==> config.mk <==
export PLATFORM = sky130hd
export DESIGN_NAME = interval_timer
export DESIGN_NICKNAME = d
export VERILOG_FILES = /design/src/rtl/timer_pkg.sv /design/src/rtl/tmr_edge_sync.sv /design/src/rtl/tmr_prescaler.sv /design/src/rtl/tmr_counter.sv /design/src/rtl/interval_timer.sv
export SDC_FILE = /design/constraint.sdc
export NUM_CORES = 1
export LEC_CHECK = 0
export BUFFER_PORTS_ARGS = -buffer_cell sky130_fd_sc_hd__buf_2
export CORE_MARGIN = 2
export CORE_UTILIZATION = 42
export CTS_BUF_LIST = sky130_fd_sc_hd__clkbuf_4 sky130_fd_sc_hd__clkbuf_8
export CTS_CLUSTER_DIAMETER = 30
export DETAILED_ROUTE_END_ITERATION = 8
export GPL_TIMING_DRIVEN = 0
export HOLD_SLACK_MARGIN = 0.12
export MAX_ROUTING_LAYER = met4
export PLACE_DENSITY = 0.59
export SLEW_MARGIN = 20
export SYNTH_ARGS = -nofsm -noshare
export SYNTH_HDL_FRONTEND = slang
export SYNTH_SLANG_ARGS = --single-unit
==> constraint.sdc <==
create_clock -name clk -period 2.6 [get_ports clk]
set_input_delay 0.26 -clock clk [delete_from_list [all_inputs] [get_ports clk]]
set_output_delay 0.26 -clock clk [all_outputs]
set_load 0.1 [all_outputs]
==> src/rtl/timer_pkg.sv <==
package timer_pkg;

    typedef enum logic [2:0] {
        SRC_DIV512 = 3'd0,
        SRC_DIV256 = 3'd1,
        SRC_DIV64  = 3'd2,
        SRC_DIV8   = 3'd3,
        SRC_DIV1   = 3'd4,
        SRC_SUB    = 3'd5,
        SRC_EXT    = 3'd6,
        SRC_NONE   = 3'd7
    } src_sel_e;

    typedef enum logic {
        ST_HALT  = 1'b0,
        ST_COUNT = 1'b1
    } run_state_e;

    localparam int CTL_EN_BIT   = 0;
    localparam int CTL_SEL_LSB  = 1;
    localparam int CTL_SEL_W    = 3;
    localparam int CTL_CLR_BIT  = 4;
    localparam int CTL_IE_BIT   = 5;
    localparam int CTL_PCLR_BIT = 6;
    localparam int CTL_PEND_BIT = 7;

    localparam logic       WA_CTRL  = 1'b0;
    localparam logic       WA_REF   = 1'b1;
    localparam logic [1:0] RA_CTRL  = 2'd0;
    localparam logic [1:0] RA_REF   = 2'd1;
    localparam logic [1:0] RA_COUNT = 2'd2;

endpackage

==> src/rtl/tmr_edge_sync.sv <==
module tmr_edge_sync #(
    parameter int SYNC_STAGES = 2
) (
    input  logic clk,
    input  logic rst_n,
    input  logic async_in,
    output logic rise
);
    logic [SYNC_STAGES:0] shreg;

    always_ff @(posedge clk or negedge rst_n) begin
        if (!rst_n) shreg <= '0;
        else        shreg <= {shreg[SYNC_STAGES-1:0], async_in};
    end

    assign rise = shreg[SYNC_STAGES-1] & ~shreg[SYNC_STAGES];

    AST_EDGE_SINGLE: assert property (@(posedge clk) disable iff (!rst_n)
        rise |=> !rise) else $error("edge detector fired twice in a row");
endmodule

==> src/rtl/tmr_prescaler.sv <==
module tmr_prescaler
    import timer_pkg::*;
#(
    parameter int DIV_LOG  = 9,
    parameter bit FULL_SRC = 1'b1
) (
    input  logic     clk,
    input  logic     rst_n,
    input  logic     sub_clk,
    input  logic     ext_clk,
    input  src_sel_e sel,
    output logic     tick
);
    localparam int TAP_A = DIV_LOG;
    localparam int TAP_B = DIV_LOG - 1;
    localparam int TAP_C = DIV_LOG - 3;
    localparam int TAP_D = DIV_LOG - 6;

    logic [DIV_LOG-1:0] div_q;
    logic t_a, t_b, t_c, t_d;
    logic sub_rise, ext_rise;
    logic fast_tick, pin_tick;

    always_ff @(posedge clk or negedge rst_n) begin
        if (!rst_n) div_q <= '0;
        else        div_q <= div_q + 1'b1;
    end

    assign t_a = &div_q[TAP_A-1:0];
    assign t_b = &div_q[TAP_B-1:0];
    assign t_c = &div_q[TAP_C-1:0];
    assign t_d = &div_q[TAP_D-1:0];

    tmr_edge_sync #(.SYNC_STAGES(2)) u_sub_sync (
        .clk(clk), .rst_n(rst_n), .async_in(sub_clk), .rise(sub_rise)
    );
    tmr_edge_sync #(.SYNC_STAGES(2)) u_ext_sync (
        .clk(clk), .rst_n(rst_n), .async_in(ext_clk), .rise(ext_rise)
    );

    generate
        if (FULL_SRC) begin : g_full
            assign fast_tick = 1'b1;
            assign pin_tick  = ext_rise;
        end else begin : g_lite
            assign fast_tick = 1'b0;
            assign pin_tick  = 1'b0;
        end
    endgenerate

    always_comb begin
        tick = 1'b0;
        unique case (sel)
            SRC_DIV512: tick = t_a;
            SRC_DIV256: tick = t_b;
            SRC_DIV64:  tick = t_c;
            SRC_DIV8:   tick = t_d;
            SRC_DIV1:   tick = fast_tick;
            SRC_SUB:    tick = sub_rise;
            SRC_EXT:    tick = pin_tick;
            SRC_NONE:   tick = 1'b0;
            default:    tick = 1'b0;
        endcase
    end

    AST_NONE_SILENT: assert property (@(posedge clk) disable iff (!rst_n)
        (sel == SRC_NONE) |-> !tick) else $error("tick on empty source");
endmodule

==> src/rtl/tmr_counter.sv <==
module tmr_counter
    import timer_pkg::*;
#(
    parameter int CNT_W = 8
) (
    input  logic             clk,
    input  logic             rst_n,
    input  logic             ctrl_wr,
    input  logic             en_bit,
    input  logic             clr_stb,
    input  logic             pclr_stb,
    input  logic             tick,
    input  logic [CNT_W-1:0] ref_val,
    output logic             running,
    output logic [CNT_W-1:0] cnt,
    output logic             pend,
    output logic             tout
);
    run_state_e state_q, state_d;
    logic       match;

    always_ff @(posedge clk or negedge rst_n) begin
        if (!rst_n) state_q <= ST_HALT;
        else        state_q <= state_d;
    end

    always_comb begin
        state_d = state_q;
        unique case (state_q)
            ST_HALT:  if (ctrl_wr && en_bit)  state_d = ST_COUNT;
            ST_COUNT: if (ctrl_wr && !en_bit) state_d = ST_HALT;
            default:  state_d = ST_HALT;
        endcase
    end

    always_comb begin
        running = (state_q == ST_COUNT);
        match   = running && tick && (cnt == ref_val);
    end

    always_ff @(posedge clk or negedge rst_n) begin
        if (!rst_n) begin
            cnt  <= '0;
            pend <= 1'b0;
            tout <= 1'b0;
        end else begin
            if (clr_stb || match)    cnt <= '0;
            else if (running && tick) cnt <= cnt + 1'b1;
            if (match)               pend <= 1'b1;
            else if (pclr_stb)       pend <= 1'b0;
            if (match)               tout <= ~tout;
        end
    end

    AST_CNT_STEP: assert property (@(posedge clk) disable iff (!rst_n)
        (running && tick && !clr_stb && cnt != ref_val) |=> cnt == $past(cnt) + 1'b1)
        else $error("count did not step");
    AST_MATCH_WRAP: assert property (@(posedge clk) disable iff (!rst_n)
        match |=> cnt == '0) else $error("count not zero after match");
    AST_PIN_FLIP: assert property (@(posedge clk) disable iff (!rst_n)
        match |=> tout != $past(tout)) else $error("pin did not toggle");
    AST_PEND_HOLD: assert property (@(posedge clk) disable iff (!rst_n)
        (!match && !pclr_stb) |=> pend == $past(pend)) else $error("pending changed");
    AST_HALT_FREEZE: assert property (@(posedge clk) disable iff (!rst_n)
        (!running && !clr_stb) |=> $stable(cnt)) else $error("count moved in halt");
endmodule

==> src/rtl/interval_timer.sv <==
module interval_timer
    import timer_pkg::*;
#(
    parameter int CNT_W    = 8,
    parameter int DIV_LOG  = 9,
    parameter bit FULL_SRC = 1'b1
) (
    input  logic             clk,
    input  logic             rst_n,
    input  logic             sub_clk,
    input  logic             ext_clk,
    input  logic             wr_en,
    input  logic             wr_addr,
    input  logic [CNT_W-1:0] wr_data,
    input  logic [1:0]       rd_addr,
    output logic [CNT_W-1:0] rd_data,
    output logic             irq,
    output logic             match_out
);
    localparam logic [CNT_W-1:0] REF_RST = '1;

    src_sel_e         sel_q;
    logic             ie_q;
    logic [CNT_W-1:0] ref_q;
    logic             ctrl_wr, ref_wr;
    logic             tick, running, pend;
    logic [CNT_W-1:0] cnt;

    assign ctrl_wr = wr_en && (wr_addr == WA_CTRL);
    assign ref_wr  = wr_en && (wr_addr == WA_REF);

    always_ff @(posedge clk or negedge rst_n) begin
        if (!rst_n) begin
            sel_q <= SRC_DIV512;
            ie_q  <= 1'b0;
            ref_q <= REF_RST;
        end else begin
            if (ctrl_wr) begin
                sel_q <= src_sel_e'(wr_data[CTL_SEL_LSB +: CTL_SEL_W]);
                ie_q  <= wr_data[CTL_IE_BIT];
            end
            if (ref_wr) ref_q <= wr_data;
        end
    end

    tmr_prescaler #(.DIV_LOG(DIV_LOG), .FULL_SRC(FULL_SRC)) u_presc (
        .clk(clk), .rst_n(rst_n), .sub_clk(sub_clk), .ext_clk(ext_clk),
        .sel(sel_q), .tick(tick)
    );

    tmr_counter #(.CNT_W(CNT_W)) u_cnt (
        .clk(clk), .rst_n(rst_n),
        .ctrl_wr(ctrl_wr),
        .en_bit(wr_data[CTL_EN_BIT]),
        .clr_stb(ctrl_wr && wr_data[CTL_CLR_BIT]),
        .pclr_stb(ctrl_wr && wr_data[CTL_PCLR_BIT]),
        .tick(tick), .ref_val(ref_q),
        .running(running), .cnt(cnt), .pend(pend), .tout(match_out)
    );

    assign irq = pend && ie_q;

    always_comb begin
        rd_data = '0;
        unique case (rd_addr)
            RA_CTRL: begin
                rd_data[CTL_EN_BIT]                      = running;
                rd_data[CTL_SEL_LSB +: CTL_SEL_W]        = sel_q;
                rd_data[CTL_IE_BIT]                      = ie_q;
                rd_data[CTL_PEND_BIT]                    = pend;
            end
            RA_REF:   rd_data = ref_q;
            RA_COUNT: rd_data = cnt;
            default:  rd_data = '0;
        endcase
    end

    AST_IRQ_GATED: assert property (@(posedge clk) disable iff (!rst_n)
        irq |-> ie_q) else $error("irq without enable");
endmodule

==> results of run 1 <==
## through the flow
step                power (mW)  worst slack [ns]   util  cells
floorplan                 1.01             0.212      -    164
global placement          1.10             0.469  0.479    241
detailed placement        1.11             0.376  0.479    241
CTS                       1.54             0.360  0.508    252
global route              1.61             0.210  0.508    252
finish                    1.52             0.399  0.508    252
## synthesized netlist by cell type (all sizes together) (2+ instances only)
cell    count  area share
dfrtp      30        0.40
and3        5       0.016
nand2b      4       0.013
nor3b       4       0.016
dfstp       8        0.11
xor2       11       0.051
nor2       11       0.022
nor2b       4       0.015
a22oi       2      0.0079
and2        4       0.014
a21oi       3      0.0079
a32o        6       0.032
inv         4      0.0079
clkbuf      3      0.0059
nor4        3       0.016
a31oi       2      0.0066
o21ai       8       0.021
a222oi      6       0.032
xnor2       3       0.014
nand2       8       0.016
mux2       12       0.071
buf         3       0.013
nand3       5       0.013
ha          8       0.053
## kinds of logic after synthesis
| group | Yosys count |
|---|---|
| adder cells (fa/ha/maj) | 8 |
| XOR/XNOR | 14 |
| AO/OA/AOI/OAI | 30 |
| multiplexers | 13 |
| AND/OR/NAND/NOR | 51 |
| flip-flops | 38 |
| buffers and inverters | 10 |
## area by class of cell
cell class / count / share of cell area
timing repair buffer: 28 / 0.0701
buffer: 6 / 0.0158
inverter: 4 / 0.00679
tap: 52 / 0.0294
sequential: 38 / 0.434
multi-input combinational: 116 / 0.400
clock inverter: 1 / 0.00226
clock buffer: 7 / 0.0407
## what timing repair did
item	in CTS	in global routing
hold buffers	3	0
resized for setup	0	0
hold endpoints to repair	32	0
setup endpoints to repair	0	0
## placed cells by master (no fill, tap or decap), drive strengths merged
cell and n:
clkinv 1, a32o 6, dlygate4sd3 3, nand2 8
dfrtp 30, o211a 1, buf 28, mux2 12
nor4 3, dfstp 8, a21oi 3, o2111ai 1
nand3 5, nor2 11, and3 5, nor2b 4
and2 4, mux2i 1, ha 8, a22oi 2
or3b 1, nand3b 1, inv 4, a31oi 2
clkbuf 10, nand2b 4, nor3 1, o21ai 8
a222oi 6, nor3b 4, xnor2 3, xor2 11
a21o 1
## layer usage
metal,vias up,GRT usage,part of all wire
li1,667,-,-
met1,681,0.211,0.43
met2,50,0.276,0.50
met3,9,0.0442,0.055
met4,0,0.0650,0.018
met5,-,-,0
## power breakdown
group          internal (mW)  leakage [nW]  switching [mW]
Sequential             0.663         0.462          0.0778
Clock                  0.224        0.0517           0.199
Combinational          0.124         0.530           0.235
Total                   1.01          1.04           0.512
## flip-flops by register name, indices dropped and copies added, names as in the netlist, named ones only
signal                    flops
ie_q                          1
ref_q                         8
sel_q                         3
u_cnt.cnt                     8
u_cnt.pend                    1
u_cnt.tout                    1
u_presc.div_q                 9
u_presc.u_ext_sync.shreg      3
u_presc.u_sub_sync.shreg      3
## path summary, 6_finish.rpt
kind                                                  startpoint                                     to  slack (ns)
min reg2reg                u_presc.u_ext_sync.shreg[0]$_DFF_PN0_  u_presc.u_ext_sync.shreg[1]$_DFF_PN0_        0.36
min                                                   wr_data[7]                   ref_q[7]$_DFFE_PN1P_        0.21
min in group asynchronous                                  rst_n               u_cnt.cnt[5]$_DFFE_PN0P_        0.61
max in group asynchronous                                  rst_n  u_presc.u_ext_sync.shreg[2]$_DFF_PN0_        1.46
max                                   u_presc.div_q[0]$_DFF_PN0_               u_cnt.cnt[7]$_DFFE_PN0P_        0.40
max reg2reg                           u_presc.div_q[0]$_DFF_PN0_               u_cnt.cnt[7]$_DFFE_PN0P_        0.40
==> impl_metrics.prom, run 1 <==
# TYPE chip_impl_metric gauge
chip_impl_metric{name="grt_util_all_layers",unit=""} 0.173
chip_impl_metric{name="timing.fmax",unit="MHz"} 454
chip_impl_metric{name="worst-path-max-fanout",unit=""} 10
chip_impl_metric{name="global_route_wire_length_before_repair",unit="um"} 6520
chip_impl_metric{name="report.final.hold_viol_count",unit=""} 0
chip_impl_info{name="result_of_the_run",value="finished clean"} 1
chip_impl_metric{name="cts_buffer_depth",unit=""} 2
chip_impl_metric{name="drt_pass1_iterations",unit=""} 6
chip_impl_metric{name="dieArea",unit="sq um"} 5070
chip_impl_metric{name="timing.critical_path.depth",unit=""} 11
chip_impl_metric{name="stdcell_area",unit="sq um"} 2210
chip_impl_metric{name="multi_input_comb_area",unit="sq um"} 886
chip_impl_info{name="grt_setup_unrepaired",value="no"} 1
chip_impl_metric{name="clock_skew",unit="ns"} 0.00471
chip_impl_metric{name="r2r.worst_path.cells",unit=""} 11
chip_impl_metric{name="synthSimpleGateAreaFrac",unit=""} 0.152
chip_impl_metric{name="std_cell_core_area",unit="sq um"} 4350
chip_impl_metric{name="antenna-diode-count",unit=""} 0
chip_impl_metric{name="first_iter_violations",unit=""} 76
chip_impl_metric{name="relSlewSlack",unit=""} 0.442
chip_impl_metric{name="post_synthesis_average_cell_area",unit="sq um"} 11.6
chip_impl_metric{name="clock_slew_seen_by_the_registers_of_the_worst_setup_and_hold_paths",unit="ns"} 0.07
chip_impl_metric{name="ys_seq_area_frac",unit=""} 0.507
chip_impl_metric{name="synth.cell_area",unit="sq um"} 1900
chip_impl_metric{name="synthToLayoutAreaGrowth",unit="%"} 16.6
chip_impl_metric{name="cpPeakStageDelay",unit="ns"} 0.39
chip_impl_metric{name="placementRows",unit=""} 24
chip_impl_metric{name="post_synth_edffs",unit=""} 0
chip_impl_metric{name="post_drt_via_cell_ratio",unit=""} 5.58
chip_impl_metric{name="final_layout_size_suffix_gt1_frac",unit=""} 0.300
chip_impl_metric{name="period_needed",unit="ns"} 2.20
chip_impl_metric{name="ys_ff_latch",unit=""} 38
chip_impl_metric{name="antenna_violations_before_repair",unit=""} 0
chip_impl_metric{name="dpl-instance-area",unit="sq um"} 2090
chip_impl_metric{name="die_width",unit="um"} 71.2
chip_impl_metric{name="place.gp.congestion",unit=""} 0.838
chip_impl_info{name="root_buffer",value="clkbuf_8"} 1
chip_impl_metric{name="power.leakage",unit="nW"} 1.04
chip_impl_metric{name="totalNegativeSetupSlack",unit="ns"} 0
chip_impl_metric{name="tightestPinTransition",unit="ns"} 0.837
chip_impl_info{name="hold_path_class",value="input port to register"} 1
chip_impl_metric{name="avgRoutedWirePerCell",unit="um"} 15.6
chip_impl_metric{name="async_reset_ff_frac",unit=""} 1.00
chip_impl_metric{name="synth_xor_xnor_area_share",unit=""} 0.0646
chip_impl_metric{name="numCtsBuffers",unit=""} 5
chip_impl_info{name="tritoncts_clock_tree",value="yes"} 1
chip_impl_metric{name="skew_pair_late_insertion_delay",unit="ns"} 0.28
chip_impl_metric{name="ys_types",unit=""} 37
chip_impl_metric{name="yosys.area_share.adder",unit=""} 0.0528
chip_impl_info{name="critPathCaptureType",value="register"} 1
chip_impl_metric{name="nets",unit=""} 223
chip_impl_metric{name="floorplan.io_pins",unit=""} 26
chip_impl_info{name="crit_type",value="register to register"} 1
chip_impl_metric{name="route.detailed.drc",unit=""} 0
chip_impl_metric{name="crit_arrival",unit="ns"} 2.37
chip_impl_metric{name="grt_pass1_vias",unit=""} 1378
chip_impl_metric{name="grt.overflow.total",unit=""} 0
chip_impl_metric{name="filler_cells_inserted",unit=""} 388
chip_impl_metric{name="port_buffers",unit=""} 25
chip_impl_info{name="worst_path_max_delay_cell",value="dfrtp_1"} 1
chip_impl_metric{name="final.period_utilization",unit=""} 0.846
chip_impl_metric{name="cts.repair_timing.setup_buffer_count",unit=""} 0
chip_impl_metric{name="dieHeight",unit="um"} 71.2
chip_impl_metric{name="cp.required",unit="ns"} 2.77
chip_impl_info{name="path_common_cell",value="ha_1"} 1
chip_impl_metric{name="pins_over_their_slew_limit",unit=""} 0
chip_impl_info{name="setup.worst_path.start_class",value="register"} 1
chip_impl_metric{name="routed_wirelength",unit="um"} 3940
chip_impl_metric{name="finalSetupViolCount",unit=""} 0
chip_impl_metric{name="synthesized_netlist_net_count",unit=""} 188
chip_impl_metric{name="finalHoldWorstSlack",unit="ns"} 0.206
chip_impl_metric{name="power_density",unit="nW/um^2"} 689
chip_impl_metric{name="synthMuxAreaShare",unit=""} 0.0765
chip_impl_info{name="critical-path-top-delay-family",value="compound AO/OA/AOI/OAI gates"} 1
chip_impl_metric{name="critPathBufInv",unit=""} 1
chip_impl_metric{name="pin_count_of_the_biggest_net_entering_global_routing",unit=""} 39
chip_impl_metric{name="start_util",unit=""} 0.436
chip_impl_metric{name="synth_compound_gate_area_share",unit=""} 0.121
chip_impl_metric{name="vias",unit=""} 1407
chip_impl_metric{name="h_tree_lvls",unit=""} 2
chip_impl_metric{name="max_cap_viol_count",unit=""} 0
chip_impl_metric{name="route.antenna.remaining_nets",unit=""} 0
chip_impl_info{name="combinational_family_with_the_most_area_after_synthesis",value="simple AND/OR/NAND/NOR gates"} 1
chip_impl_metric{name="synth.yosys.warnings",unit=""} 0
chip_impl_metric{name="number_of_instances_on_the_worst_hold_path",unit=""} 2
chip_impl_metric{name="clock_sinks",unit=""} 38
chip_impl_metric{name="peakVddDrop",unit="uV"} 373
chip_impl_info{name="path_cells",value="ha_1, nand2_1, nor2_1, and3_1, ha_1, nand2b_1, o21ai_0, o211a_1, buf_6, o21ai_1, a32o_1"} 1
chip_impl_metric{name="sum_of_net_half_perimeters_after_detailed_placement",unit="um"} 2850
chip_impl_info{name="synthFlopType",value="dfrtp_1"} 1
chip_impl_metric{name="synthCells",unit=""} 164
chip_impl_metric{name="sequential_cell_area",unit="sq um"} 961
Power figures use the tool's default switching activity.
==> run 2, diff against run 1 <==
==> constraint.sdc (replaced) <==
create_clock -name clk -period 2.15 [get_ports clk]
set_input_delay 0.215 -clock clk [delete_from_list [all_inputs] [get_ports clk]]
set_output_delay 0.215 -clock clk [all_outputs]
set_load 0.1 [all_outputs]
==> run 2 against run 1 <==
  * Final area rose by 4.6%
  * Flip-flop and latch count did not move
  * Die area did not move
  * Combinational power rose by 27%
==> impl_metrics.prom, run 2 (synthesis gave the netlist of run 1 again) <==
# TYPE chip_impl_metric gauge
chip_impl_metric{name="setup.reg_to_reg.worst_slack",unit="ns"} 0.03
chip_impl_metric{name="dpl-instance-area",unit="sq um"} 2110
chip_impl_metric{name="port_buffers",unit=""} 25
chip_impl_metric{name="route.detailed.drc",unit=""} 0
chip_impl_metric{name="power_density",unit="nW/um^2"} 816
chip_impl_metric{name="antenna-diode-count",unit=""} 0
chip_impl_metric{name="vias",unit=""} 1432
chip_impl_metric{name="net_sw_power",unit="uW"} 638
chip_impl_metric{name="grt_util_all_layers",unit=""} 0.179
chip_impl_metric{name="routed_wirelength",unit="um"} 4240
chip_impl_metric{name="total_power",unit="mW"} 1.89
chip_impl_metric{name="drt_pass1_iterations",unit=""} 6
chip_impl_metric{name="power_frac_comb",unit=""} 0.242
chip_impl_metric{name="clock_slew_seen_by_the_registers_of_the_worst_setup_and_hold_paths",unit="ns"} 0.07
chip_impl_info{name="r2r_end",value="u_cnt.cnt[4]$_DFFE_PN0P_"} 1
chip_impl_metric{name="dpl_worst_slack",unit="ns"} -0.0187
chip_impl_metric{name="numCtsBuffers",unit=""} 5
chip_impl_info{name="destination_of_the_critical_timing_path",value="u_cnt.cnt[4]$_DFFE_PN0P_"} 1
chip_impl_metric{name="grt.overflow.total",unit=""} 0
chip_impl_metric{name="cts_buffer_depth",unit=""} 2
chip_impl_metric{name="worst-path-max-fanout",unit=""} 5
chip_impl_metric{name="final_layout_size_suffix_gt1_frac",unit=""} 0.399
chip_impl_metric{name="dieArea",unit="sq um"} 5070
chip_impl_metric{name="seq_power_share",unit=""} 0.475
chip_impl_metric{name="finalHoldWorstSlack",unit="ns"} 0.143
chip_impl_metric{name="max_cap_viol_count",unit=""} 0
chip_impl_metric{name="std_cell_core_area",unit="sq um"} 4350
chip_impl_metric{name="largest_register_ffs",unit=""} 9
chip_impl_metric{name="timing.fmax",unit="MHz"} 472
chip_impl_metric{name="start_util",unit=""} 0.436
chip_impl_metric{name="report.final.hold_viol_count",unit=""} 0
chip_impl_metric{name="period_needed",unit="ns"} 2.12
chip_impl_metric{name="finalSetupViolCount",unit=""} 0
chip_impl_info{name="result_of_the_run",value="finished clean"} 1
chip_impl_metric{name="global_route_wire_length_before_repair",unit="um"} 6860
chip_impl_info{name="largestRegisters",value="u_presc.div_q (9), ref_q (8), u_cnt.cnt (8)"} 1
chip_impl_metric{name="nets",unit=""} 226
chip_impl_metric{name="pin_count_of_the_biggest_net_entering_global_routing",unit=""} 39
chip_impl_info{name="reg2reg_from",value="u_presc.div_q[1]$_DFF_PN0_"} 1
chip_impl_metric{name="peakVddDrop",unit="uV"} 416
chip_impl_metric{name="fin_util",unit=""} 0.532
chip_impl_info{name="largest_register",value="u_presc.div_q"} 1
chip_impl_metric{name="tightestPinTransition",unit="ns"} 0.830
chip_impl_metric{name="clock_skew",unit="ns"} 0.00460
chip_impl_metric{name="stdcell_area",unit="sq um"} 2310
chip_impl_metric{name="final.period_utilization",unit=""} 0.986
chip_impl_metric{name="pins_over_their_slew_limit",unit=""} 0
chip_impl_metric{name="final_critical_path_setup_slack",unit="ns"} 0.0304
chip_impl_metric{name="placementRows",unit=""} 24
chip_impl_metric{name="skew_pair_late_insertion_delay",unit="ns"} 0.29
chip_impl_metric{name="clock_sinks",unit=""} 38
chip_impl_info{name="grt_setup_unrepaired",value="yes"} 1
chip_impl_metric{name="place.gp.congestion",unit=""} 0.833
chip_impl_info{name="crit_start",value="u_presc.div_q[1]$_DFF_PN0_"} 1
chip_impl_info{name="tritoncts_clock_tree",value="yes"} 1
chip_impl_metric{name="avgRoutedWirePerCell",unit="um"} 16.6
chip_impl_metric{name="antenna_violations_before_repair",unit=""} 0
chip_impl_metric{name="synthToLayoutAreaGrowth",unit="%"} 22.0
chip_impl_metric{name="die_width",unit="um"} 71.2
chip_impl_info{name="setup.worst_path.start_class",value="register"} 1
chip_impl_metric{name="cp.required",unit="ns"} 2.33
chip_impl_metric{name="p_sw_frac",unit=""} 0.338
chip_impl_info{name="layout.cells.most_common",value="dfrtp_1"} 1
chip_impl_metric{name="h_tree_lvls",unit=""} 2
chip_impl_metric{name="dieHeight",unit="um"} 71.2
chip_impl_metric{name="sum_of_net_half_perimeters_after_detailed_placement",unit="um"} 2800
chip_impl_metric{name="power.internal",unit="mW"} 1.25
chip_impl_metric{name="power.clock.fraction",unit=""} 0.283
chip_impl_metric{name="relSlewSlack",unit=""} 0.447
chip_impl_metric{name="crit_arrival",unit="ns"} 2.30
chip_impl_info{name="root_buffer",value="clkbuf_8"} 1
chip_impl_info{name="crit_type",value="register to register"} 1
chip_impl_metric{name="r2r.worst_path.cells",unit=""} 11
chip_impl_metric{name="grt_pass1_vias",unit=""} 1439
chip_impl_metric{name="power.leakage",unit="nW"} 1.05
chip_impl_metric{name="first_iter_violations",unit=""} 148
chip_impl_metric{name="floorplan.io_pins",unit=""} 26
chip_impl_info{name="critPathCaptureType",value="register"} 1
chip_impl_info{name="mostFrequentLayoutCells",value="30 x dfrtp_1, 26 x buf_2, 12 x mux2_2"} 1
chip_impl_info{name="hold_path_class",value="input port to register"} 1
chip_impl_metric{name="route.antenna.remaining_nets",unit=""} 0
chip_impl_metric{name="post_drt_via_cell_ratio",unit=""} 5.62
==> run 2: changes by cell type in the layout (fill, tap and decap cells not counted), sizes merged <==
cell / before / now
clkbuf: 10 / 11
buf: 28 / 31
clkinv: 1 / 0
==> run 2: cell type report <==
type	count	area, sq um
buffer	6	35.0
tap	52	65.1
fill	396	2040
inverter	4	15.0
timing repair buffer	31	181
clock buffer	8	97.6
multi-input combinational	116	960
sequential	38	961
==> run 2: worst min-delay path by stage <==
stage	from	cells past startpoint	slack, ns	to
floorplan	rst_n	0	-0.08	async pin
global placement	ext_clk	1	0.32	u_presc.u_ext_sync.shreg[0]$_DFF_PN0_
detailed placement	ext_clk	1	0.32	u_presc.u_ext_sync.shreg[0]$_DFF_PN0_
CTS	wr_data[0]	3	0.13	register
global route	wr_data[0]	3	0.14	register
finish	wr_data[0]	3	0.14	register
==> run 2: critical path, cell delays in order (launching register included) <==
cell      delay [ns]
dfrtp_1         0.40
ha_2            0.23
nand2_2         0.08
nor2_4          0.13
and3_4          0.20
ha_4            0.12
nand2b_1        0.05
o21ai_1         0.13
o211a_1         0.24
buf_6           0.16
o21ai_2         0.06
a32o_1          0.22
==> run 2: repair_timing <==
action,4_1_cts,5_1_grt
gates resized for setup,1,15
cloned,0,1
hold buffers,3,0
setup buffers,1,1
pin swaps,0,10
setup endpoints to repair,8,10
hold endpoints to repair,32,0
==> run 2: metal layers <==
metal | vias up | global-route usage | share of wire
li1 | 673 | - | -
met1 | 713 | 0.221 | 0.43
met2 | 36 | 0.282 | 0.51
met3 | 10 | 0.0442 | 0.036
met4 | 0 | 0.0713 | 0.020
met5 | - | - | 0
==> run 2: per-stage QoR <==
stage | setup TNS, ns | std cells
2_1_floorplan | 0 | 164
3_3_place_gp | 0 | 241
3_5_place_dp | -0.0632 | 241
4_1_cts | 0 | 253
5_1_grt | -0.686 | 255
6_report | 0 | 255
==> run 2: power by group through the flow <==
stage	Sequential, mW	Clock (mW)	Combinational [mW]
after floorplan	0.909	0	0.326
after CTS	0.895	0.550	0.447
after detailed placement	0.908	0	0.441
final	0.897	0.535	0.456
after global routing	0.909	0.585	0.495
after global placement	0.906	0	0.434
==> run 3, diff against run 2 <==
==> constraint.sdc (replaced) <==
create_clock -name clk -period 2.3 [get_ports clk]
set_input_delay 0.23 -clock clk [delete_from_list [all_inputs] [get_ports clk]]
set_output_delay 0.23 -clock clk [all_outputs]
set_load 0.1 [all_outputs]
==> run 3 against run 2 <==
  * Routed wire length is 6.2% lower
  * Highest routed layer unchanged
  * Hold slack better by 0.011 ns
  * Critical path depth stayed put
  * Count of clock-buffer cells in the layout is 1 lower
  * Sequential power is 6.9% lower
==> impl_metrics.prom, run 3 (synthesis gave the netlist of run 1 again) <==
# TYPE chip_impl_metric gauge
chip_impl_metric{name="avgRoutedWirePerCell",unit="um"} 15.5
chip_impl_metric{name="post_drt_via_cell_ratio",unit=""} 5.60
chip_impl_info{name="worst_path_max_delay_cell",value="dfrtp_1"} 1
chip_impl_metric{name="cts_buffer_depth",unit=""} 2
chip_impl_metric{name="period_needed",unit="ns"} 2.09
chip_impl_metric{name="fin_util",unit=""} 0.525
chip_impl_metric{name="pin_count_of_the_biggest_net_entering_global_routing",unit=""} 39
chip_impl_metric{name="port_buffers",unit=""} 25
chip_impl_metric{name="clock_sinks",unit=""} 38
chip_impl_metric{name="placementRows",unit=""} 24
chip_impl_info{name="root_buffer",value="clkbuf_8"} 1
chip_impl_info{name="hold_path_startpoint",value="wr_data[0]"} 1
chip_impl_info{name="mostFrequentLayoutCells",value="30 x dfrtp_1, 26 x buf_2, 12 x mux2_2"} 1
chip_impl_metric{name="numCtsBuffers",unit=""} 5
chip_impl_metric{name="vias",unit=""} 1434
chip_impl_info{name="path_cells",value="ha_4, nand2_1, nor2_2, and3_1, ha_1, nand2b_1, o21ai_0, o211a_1, buf_6, and2_2, a21o_1"} 1
chip_impl_metric{name="dpl-instance-area",unit="sq um"} 2090
chip_impl_metric{name="skew_pair_late_insertion_delay",unit="ns"} 0.29
chip_impl_metric{name="crit_arrival",unit="ns"} 2.27
chip_impl_metric{name="number_of_instances_on_the_worst_hold_path",unit=""} 3
chip_impl_info{name="result_of_the_run",value="finished clean"} 1
chip_impl_metric{name="dieHeight",unit="um"} 71.2
chip_impl_metric{name="largest_register_ffs",unit=""} 9
chip_impl_metric{name="worst-path-max-fanout",unit=""} 10
chip_impl_metric{name="synthToLayoutAreaGrowth",unit="%"} 20.6
chip_impl_metric{name="grt_util_all_layers",unit=""} 0.176
chip_impl_metric{name="stdcell_area",unit="sq um"} 2290
chip_impl_info{name="critPathCaptureType",value="register"} 1
chip_impl_info{name="crit_start",value="u_presc.div_q[0]$_DFF_PN0_"} 1
chip_impl_metric{name="sum_of_net_half_perimeters_after_detailed_placement",unit="um"} 2820
chip_impl_info{name="setup.worst_path.start_class",value="register"} 1
chip_impl_metric{name="finalHoldWorstSlack",unit="ns"} 0.154
chip_impl_metric{name="drt_pass1_iterations",unit=""} 4
chip_impl_metric{name="dieArea",unit="sq um"} 5070
chip_impl_metric{name="finalSetupViolCount",unit=""} 0
chip_impl_metric{name="route.antenna.remaining_nets",unit=""} 0
chip_impl_metric{name="nets",unit=""} 227
chip_impl_metric{name="max_cap_viol_count",unit=""} 0
chip_impl_metric{name="dpl_worst_slack",unit="ns"} 0.0883
chip_impl_metric{name="clock_skew",unit="ns"} 0.00972
chip_impl_info{name="hold_path_class",value="input port to register"} 1
chip_impl_info{name="largestRegisters",value="u_presc.div_q (9), ref_q (8), u_cnt.cnt (8)"} 1
chip_impl_info{name="crit_type",value="register to register"} 1
chip_impl_metric{name="relSlewSlack",unit=""} 0.444
chip_impl_metric{name="std_cell_core_area",unit="sq um"} 4350
chip_impl_metric{name="power_density",unit="nW/um^2"} 800
chip_impl_metric{name="h_tree_lvls",unit=""} 2
chip_impl_metric{name="floorplan.io_pins",unit=""} 26
chip_impl_metric{name="totalNegativeSetupSlack",unit="ns"} 0
chip_impl_metric{name="total_power",unit="mW"} 1.83
chip_impl_metric{name="finalNonFillerCells",unit=""} 256
chip_impl_metric{name="route.detailed.drc",unit=""} 0
chip_impl_metric{name="numPlacedInstances",unit=""} 241
chip_impl_metric{name="die_width",unit="um"} 71.2
chip_impl_metric{name="clock_slew_seen_by_the_registers_of_the_worst_setup_and_hold_paths",unit="ns"} 0.07
chip_impl_metric{name="cpPeakStageDelay",unit="ns"} 0.43
chip_impl_info{name="largest_register",value="u_presc.div_q"} 1
chip_impl_metric{name="final.period_utilization",unit=""} 0.909
chip_impl_metric{name="pins_over_their_slew_limit",unit=""} 0
chip_impl_metric{name="report.final.hold_viol_count",unit=""} 0
chip_impl_metric{name="antenna-diode-count",unit=""} 0
chip_impl_metric{name="final_layout_size_suffix_gt1_frac",unit=""} 0.333
chip_impl_info{name="tritoncts_clock_tree",value="yes"} 1
chip_impl_metric{name="start_util",unit=""} 0.436
chip_impl_metric{name="peakVddDrop",unit="uV"} 509
chip_impl_metric{name="place.gp.congestion",unit=""} 0.802
chip_impl_metric{name="grt_pass1_vias",unit=""} 1477
chip_impl_metric{name="final_critical_path_setup_slack",unit="ns"} 0.208
chip_impl_metric{name="routed_wirelength",unit="um"} 3980
chip_impl_info{name="grt_setup_unrepaired",value="no"} 1
chip_impl_metric{name="timing.fmax",unit="MHz"} 478
chip_impl_metric{name="antenna_violations_before_repair",unit=""} 0
chip_impl_info{name="reg2reg_from",value="u_presc.div_q[0]$_DFF_PN0_"} 1
chip_impl_info{name="layout.cells.most_common",value="dfrtp_1"} 1
chip_impl_metric{name="first_iter_violations",unit=""} 76
chip_impl_metric{name="global_route_wire_length_before_repair",unit="um"} 6750
chip_impl_metric{name="grt.overflow.total",unit=""} 0
chip_impl_metric{name="r2r.worst_path.cells",unit=""} 11
chip_impl_metric{name="tightestPinTransition",unit="ns"} 0.833
chip_impl_metric{name="power.leakage",unit="nW"} 1.07
chip_impl_metric{name="cp.required",unit="ns"} 2.48
[run 3: cell count changes in the layout (fill, tap and decap cells not counted), moves of 2 or more]
cell	change
o21ai_1	+4
nor2_2	-5
nor2_1	+6
buf_4	+2
o21ai_2	-5
[run 3: final timing paths]
check                                                        end  slack, ns
min reg2reg                u_presc.u_ext_sync.shreg[1]$_DFF_PN0_       0.36
max                                       u_cnt.pend$_DFFE_PN0P_       0.21
min                                                     register       0.15
max in group asynchronous             u_presc.div_q[4]$_DFF_PN0_       1.20
min in group asynchronous               u_cnt.cnt[1]$_DFFE_PN0P_       0.58
max reg2reg                               u_cnt.pend$_DFFE_PN0P_       0.21
[run 3: what timing repair did]
action                                  in CTS  in global routing
buffers inserted                             0                  4
hold buffers                                 3                  0
endpoints found under the hold margin       32                  0
endpoints found under the setup margin       0                 10
resized for setup                            0                  3
[run 3: report_power, final]
group          internal, mW  total [mW]  switching [mW]
sequential            0.750       0.835          0.0853
clock                 0.365       0.588           0.223
combinational         0.141       0.407           0.266
[run 3: area by class of cell]
cell class	count	area (sq um)
inverter	4	15.0
fill	393	2070
timing repair buffer	32	185
multi-input combinational	116	906
tap	52	65.1
buffer	6	35.0
sequential	38	961
clock inverter	1	30.0
clock buffer	7	90.1
[run 3: critical path, delay by kind of cell (launching register included)]
kind	cells	cell delay (ns)
buffers and inverters	1	0.15
AOI/OAI and AO/OA	3	0.47
adders and majority gates	2	0.37
DFF	1	0.43
and+or+nand+nor	5	0.57
[run 3: routing by layer]
metal / wire, um / vias to the layer above / global-route usage
met3: 156 / 12 / 0.0413
met2: 2000 / 30 / 0.286
met1: 1710 / 717 / 0.212
met5: 0 / - / -
met4: 114 / 0 / 0.0671
li1: - / 675 / -
